[src/rtl/aw_pkg.sv]
package aw_pkg;
  localparam int unsigned AW_ADDR_W = 32;
  localparam int unsigned AW_ID_W   = 4;
  localparam int unsigned AW_SEL_W  = 4;
  localparam int unsigned AW_MASK_W = 1 << AW_ID_W;
  localparam int unsigned AW_RIDX_W = 3;

  localparam logic [AW_RIDX_W-1:0] RIDX_SEL  = 3'd0;
  localparam logic [AW_RIDX_W-1:0] RIDX_LOW  = 3'd1;
  localparam logic [AW_RIDX_W-1:0] RIDX_HIGH = 3'd2;
  localparam logic [AW_RIDX_W-1:0] RIDX_MASK = 3'd3;
  localparam logic [AW_RIDX_W-1:0] RIDX_SADR = 3'd4;
  localparam logic [AW_RIDX_W-1:0] RIDX_SINF = 3'd5;

  typedef struct packed {
    logic [AW_SEL_W-1:0]  sel;
    logic [AW_ADDR_W-1:0] low;
    logic [AW_ADDR_W-1:0] high;
    logic [AW_MASK_W-1:0] wmask;
    logic [AW_MASK_W-1:0] rmask;
  } aw_cfg_t;

  typedef struct packed {
    logic                 valid;
    logic [AW_ADDR_W-1:0] addr;
    logic                 write;
    logic [AW_ID_W-1:0]   id;
  } aw_txn_t;
endpackage

[src/rtl/aw_cfg_regs.sv]
module aw_cfg_regs
  import aw_pkg::*;
(
  input  logic                 clk_i,
  input  logic                 rst_ni,
  input  logic                 we_i,
  input  logic [AW_RIDX_W-1:0] addr_i,
  input  logic [31:0]          wdata_i,
  output aw_cfg_t              cfg_o,
  output logic                 clr_o
);
  aw_cfg_t cfg_q;

  always_ff @(posedge clk_i or negedge rst_ni) begin
    if (!rst_ni) begin
      cfg_q <= '0;
    end else if (we_i) begin
      unique case (addr_i)
        RIDX_SEL:  cfg_q.sel  <= wdata_i[AW_SEL_W-1:0];
        RIDX_LOW:  cfg_q.low  <= wdata_i[AW_ADDR_W-1:0];
        RIDX_HIGH: cfg_q.high <= wdata_i[AW_ADDR_W-1:0];
        RIDX_MASK: begin
          cfg_q.wmask <= wdata_i[AW_MASK_W-1:0];
          cfg_q.rmask <= wdata_i[2*AW_MASK_W-1:AW_MASK_W];
        end
        default: ;
      endcase
    end
  end

  assign cfg_o = cfg_q;
  assign clr_o = we_i && (addr_i == RIDX_SADR || addr_i == RIDX_SINF);
endmodule

[src/rtl/aw_port_mux.sv]
module aw_port_mux
  import aw_pkg::*;
#(
  parameter int unsigned NUM_PORTS = 9
) (
  input  logic [AW_SEL_W-1:0]            sel_i,
  input  logic [NUM_PORTS-1:0]           valid_i,
  input  logic [NUM_PORTS*AW_ADDR_W-1:0] addr_i,
  input  logic [NUM_PORTS-1:0]           write_i,
  input  logic [NUM_PORTS*AW_ID_W-1:0]   id_i,
  output aw_txn_t                        txn_o
);
  aw_txn_t [NUM_PORTS-1:0] gated;

  for (genvar p = 0; p < NUM_PORTS; p++) begin : g_port
    logic pick;
    assign pick = (sel_i == AW_SEL_W'(p));
    assign gated[p].valid = pick & valid_i[p];
    assign gated[p].addr  = pick ? addr_i[p*AW_ADDR_W +: AW_ADDR_W] : '0;
    assign gated[p].write = pick & write_i[p];
    assign gated[p].id    = pick ? id_i[p*AW_ID_W +: AW_ID_W] : '0;
  end

  // codes beyond the port count select nothing
  always_comb begin
    txn_o = '0;
    for (int p = 0; p < NUM_PORTS; p++) txn_o = txn_o | gated[p];
  end
endmodule

[src/rtl/aw_match.sv]
module aw_match
  import aw_pkg::*;
(
  input  aw_cfg_t cfg_i,
  input  aw_txn_t txn_i,
  output logic    hit_o
);
  logic in_win, id_ok;
  assign in_win = (txn_i.addr >= cfg_i.low) && (txn_i.addr <= cfg_i.high);
  assign id_ok  = txn_i.write ? cfg_i.wmask[txn_i.id] : cfg_i.rmask[txn_i.id];
  assign hit_o  = txn_i.valid && in_win && id_ok;
endmodule

[src/rtl/aw_capture.sv]
module aw_capture
  import aw_pkg::*;
(
  input  logic    clk_i,
  input  logic    rst_ni,
  input  logic    en_i,
  input  logic    clr_i,
  input  logic    hit_i,
  input  aw_txn_t txn_i,
  output aw_txn_t stat_o
);
  aw_txn_t stat_q;

  always_ff @(posedge clk_i or negedge rst_ni) begin
    if (!rst_ni) begin
      stat_q <= '0;
    end else if (clr_i) begin
      stat_q <= '0;
    end else if (en_i && hit_i && !stat_q.valid) begin
      stat_q       <= txn_i;
      stat_q.valid <= 1'b1;
    end
  end

  assign stat_o = stat_q;
endmodule

[src/rtl/addr_watch.sv]
module addr_watch
  import aw_pkg::*;
#(
  parameter int unsigned NUM_PORTS = 9
) (
  input  logic                           clk_i,
  input  logic                           rst_ni,
  input  logic [NUM_PORTS-1:0]           txn_valid_i,
  input  logic [NUM_PORTS*AW_ADDR_W-1:0] txn_addr_i,
  input  logic [NUM_PORTS-1:0]           txn_write_i,
  input  logic [NUM_PORTS*AW_ID_W-1:0]   txn_id_i,
  input  logic                           reg_we_i,
  input  logic [AW_RIDX_W-1:0]           reg_addr_i,
  input  logic [31:0]                    reg_wdata_i,
  output logic [31:0]                    reg_rdata_o,
  output logic                           watch_en_o,
  output logic                           hit_valid_o,
  output logic [AW_ADDR_W-1:0]           hit_addr_o,
  output logic                           hit_write_o,
  output logic [AW_ID_W-1:0]             hit_id_o
);
  aw_cfg_t cfg;
  aw_txn_t txn, stat;
  logic    clr, hit;
  logic [AW_ADDR_W-1:0] low_q, high_q;

  aw_cfg_regs u_cfg (
    .clk_i, .rst_ni,
    .we_i(reg_we_i), .addr_i(reg_addr_i), .wdata_i(reg_wdata_i),
    .cfg_o(cfg), .clr_o(clr)
  );

  aw_port_mux #(.NUM_PORTS(NUM_PORTS)) u_mux (
    .sel_i(cfg.sel), .valid_i(txn_valid_i), .addr_i(txn_addr_i),
    .write_i(txn_write_i), .id_i(txn_id_i), .txn_o(txn)
  );

  aw_match u_match (.cfg_i(cfg), .txn_i(txn), .hit_o(hit));

  assign watch_en_o = |{cfg.wmask, cfg.rmask};

  aw_capture u_cap (
    .clk_i, .rst_ni, .en_i(watch_en_o), .clr_i(clr),
    .hit_i(hit), .txn_i(txn), .stat_o(stat)
  );

  assign low_q  = cfg.low;
  assign high_q = cfg.high;

  always_comb begin
    reg_rdata_o = '0;
    unique case (reg_addr_i)
      RIDX_SEL:  reg_rdata_o[AW_SEL_W-1:0] = cfg.sel;
      RIDX_LOW:  reg_rdata_o = cfg.low;
      RIDX_HIGH: reg_rdata_o = cfg.high;
      RIDX_MASK: reg_rdata_o = {cfg.rmask, cfg.wmask};
      RIDX_SADR: reg_rdata_o = stat.addr;
      RIDX_SINF: begin
        reg_rdata_o[31]          = stat.valid;
        reg_rdata_o[AW_ID_W]     = stat.write;
        reg_rdata_o[AW_ID_W-1:0] = stat.id;
      end
      default: ;
    endcase
  end

  assign hit_valid_o = stat.valid;
  assign hit_addr_o  = stat.addr;
  assign hit_write_o = stat.write;
  assign hit_id_o    = stat.id;
endmodule

[config.mk]
export PLATFORM = sky130hd
export DESIGN_NAME = addr_watch
export DESIGN_NICKNAME = d
export VERILOG_FILES = /design/src/rtl/aw_pkg.sv /design/src/rtl/aw_cfg_regs.sv /design/src/rtl/aw_port_mux.sv /design/src/rtl/aw_match.sv /design/src/rtl/aw_capture.sv /design/src/rtl/addr_watch.sv
export SDC_FILE = /design/constraint.sdc
export NUM_CORES = 1
export LEC_CHECK = 0
export BUFFER_PORTS_ARGS = -buffer_cell sky130_fd_sc_hd__buf_4
export CORE_AREA = 2 2 177 179
export DETAILED_ROUTE_END_ITERATION = 6
export DIE_AREA = 0 0 179 181
export PLACE_DENSITY = 0.67
export SYNTH_ARGS = -nofsm -noshare
export SYNTH_HDL_FRONTEND = slang
export SYNTH_HIERARCHICAL = 1
export SYNTH_SLANG_ARGS = --single-unit
[constraint.sdc]
create_clock -name clk_i -period 3.3 [get_ports clk_i]
set_input_delay 0.165 -clock clk_i [delete_from_list [all_inputs] [get_ports clk_i]]
set_output_delay 0.165 -clock clk_i [all_outputs]
set_load 0.01 [all_outputs]
==> summary.txt <==
Run status
  • Status: complete, but fails checks
  • Failing checks: negative setup slack

CTS
  • Clock sink count: 138
  • H-tree lvl count: 4
  • CTS tree: built
  • Number of buffers created by CTS: 17
  • Worst-skew pair later-pin latency: 0.43 ns
  • Clock buffer depth: 2
  • Clk root buf: clkbuf_16
  • Clk pin slew, worst setup/hold paths: 0.07 ns

Worst setup path
  • CP Max Fanout: 8
  • WS Path Type: reg2reg
  • R2R depth: 18
  • CP required: 3.64 ns
  • Critical Path End Type: flip-flop
  • Data arrival, critical path: 4.37 ns
  • Crit path launch type: flip-flop

STA
  • Period utilization: 122%
  • RSZ-0062 raised after global routing: true
  • Fmax: 248 MHz
  • Worst-margin pin slew: 0.774 ns
  • Final min period: 4.03 ns
  • Slew Viols, Final: 0
  • Setup ws final: -0.732 ns
  • Clock Skew: 0.0110 ns
  • Relative slew slack: 48.4%
  • Hold Vio Cnt, Final: 0
  • Final setup fails: 38

Final layout
  • Area of the multi-input gates: 8310 sq um
  • # nets final: 2204
  • Final Util: 61.7%
  • Layout area overhead: 61.8%
  • Final Cell Area: 18700 sq um
  • Share of cells above drive strength 1: 54.2%
  • Fillers: 2545
  • FF/Latch Area: 3460 sq um

Floorplanning
  • Core area: 30300 sq um
  • Rows: 64
  • Die H: 181 microns
  • Initial Util: 38.1%
  • DIE WIDTH: 179 microns
  • Die area: 32400 sq um
  • I/O pin count: 451

Global route
  • GRT Total Usage: 34.5%
  • Initial antenna violation count: 6
  • GR Overflow Total: 0
  • Pin count of the biggest net entering global routing: 80
  • Vias in the first global route: 12900
  • First-pass GRT wire length: 82200 microns

Routing
  • Vias per cell: 5.71
  • DRC: 0
  • Routed Antenna Nets: 0
  • Vias: 12400
  • DRT Wirelength: 58000 microns
  • Avg WL per Cell: 26.7 microns
  • DRT Pass-1 Iters: 5
  • Initial drt markers: 918

Pwr
  • Max VDD drop: 0.000448 V
  • Leak: 8.53 nW
  • Power per cell area: 634 nW/um^2
  • Tot Pwr: 11.9 mW

Yosys
  • Cell area after synthesis: 11600 sq um
  • Yosys top cell area share: 29.9%
  • Top-count cell post-synth: a22oi_1
  • Number of flops mapped to enable cells by yosys: 0
  • Gate Count Post-Synth: 1139
  • Synth top cells by count: a22oi_1, dfrtp_1, mux2i_1, nand2b_1, inv_1
  • Synth Warn #: 6
  • Distinct cells, synth: 70
  • Avg Inst Size Synth: 10.2 sq um
  • Largest area contributor in the netlist: dfrtp_1
  • Async S/R FF share, synth: 100%
  • Syn_nets: 1583
  • Synth top area cells: dfrtp_1, a22oi_1, mux2i_1
  • Post-synth top flop: dfrtp_1
  • Register area share after synthesis: 29.9%
  • Yosys reg bits: 138

Min path
  • Worst hold path depth: 2
  • Min-Delay Path Class: in2reg

Flow run
  • Max Cap Viol: 0

Placement
  • Placer Congestion: 0.966
  • Buffers on Ports: 450
  • Hpwl dp: 45000 microns
  • Cell area after placement: 16200 sq um
  • Pre-CTS setup slack: -0.991 ns
[power breakdown]
part / switching [mW] / internal [mW]
sequential: 0.558 / 2.17
clock: 0.837 / 1.15
combinational: 3.49 / 3.66
[state kept, by name, summed over array words and instances (netlist names)]
name	count
u_cap/stat_o	38
u_cfg/cfg_o	100
[area by class of cell]
class	instances	share of cell area, %
antenna	4	0.0535
timing repair buffer	685	29.9
clock buffer	18	2.35
multi-input combinational	852	44.4
inverter	66	1.32
clock inverter	14	0.856
tap	396	2.65
sequential	138	18.5
[worst max-delay path: stages (launching register included)]
cell      delay [ns]
dfrtp_2         0.46
buf_6           0.15
buf_6           0.13
mux2i_4         0.27
o22ai_2         0.12
a21oi_2         0.18
o221ai_2        0.12
buf_4           0.18
ha_1            0.29
nand4_1         0.25
nor4_4          0.31
nand2_1         0.13
nor3_2          0.15
o221ai_2        0.14
nor4b_4         0.29
and3b_2         0.27
buf_12          0.14
buf_12          0.14
mux2i_1         0.23
[worst paths after layout]
path	slack [ns]	end	from
min reg2reg	0.52	u_cfg/cfg_o[43]	u_cfg/cfg_o[43]
min in group asynchronous	0.21	u_cap/stat_o[23]	rst_ni
max in group asynchronous	2.25	u_cfg/cfg_o[98]	rst_ni
max	-0.73	u_cap/stat_o[16]	u_cfg/cfg_o[97]
min	0.02	u_cfg/cfg_o[55]	reg_wdata_i[23]
max reg2reg	-0.73	u_cap/stat_o[16]	u_cfg/cfg_o[97]
[what timing repair did]
item,4_1_cts,5_1_grt
pin swaps,44,43
resized for setup,128,84
hold buffers,28,0
endpoints found under the hold margin,108,0
endpoints found under the setup margin,38,38
gates cloned,3,1
buffers inserted,28,17
[placed cells by master, fill, tap and decap left out, types with 20 or more instances in the layout]
cell type and n:
mux2i_1 89, ha_4 30, dfrtp_1 134, o22a_1 25, nor2_1 25, nand2_1 52, a22oi_2 38, buf_6 23
a22oi_1 110, ha_1 34, a21oi_2 20, mux2_1 30, buf_4 610, nand2b_1 74, dlygate4sd3_1 28, mux2_2 44
a21oi_1 36, inv_1 66, mux2_4 30
[per-stage QoR]
stage / hold slack [ns] / instances / setup TNS [ns]
6_report: 0.0192 / 2173 / -25.32
5_1_grt: -0.000189 / 2172 / -29.87
4_1_cts: 0.000823 / 2154 / -21.34
3_5_place_dp: 0.129 / 2065 / -35.06
3_3_place_gp: 0.123 / 2065 / -32.54
2_1_floorplan: -0.131 / 1139 / -4.65
[logic make-up (layout without fill, tap and decap cells)]
kind of cell | Yosys count | count (layout) | share of synthesized area [%]
buffers and inverters | 149 | 783 | 7.60
adder cells (fa/ha/maj) | 64 | 64 | 6.92
other | 0 | 4 | 0
multiplexers | 205 | 205 | 20.9
flip-flops | 138 | 138 | 29.9
AO/OA/AOI/OAI | 334 | 334 | 21.6
AND/OR/NAND/NOR | 249 | 249 | 13.1
[routing by layer]
metal	global-route usage, %	wire [microns]	vias up
met2	58.3	29000	594
li1	-	-	5562
met1	40.3	21700	6118
met4	15.6	2440	4
met3	9.64	4870	121
met5	0	27	-
No activity file was read; power rests on OpenSTA's default activity.
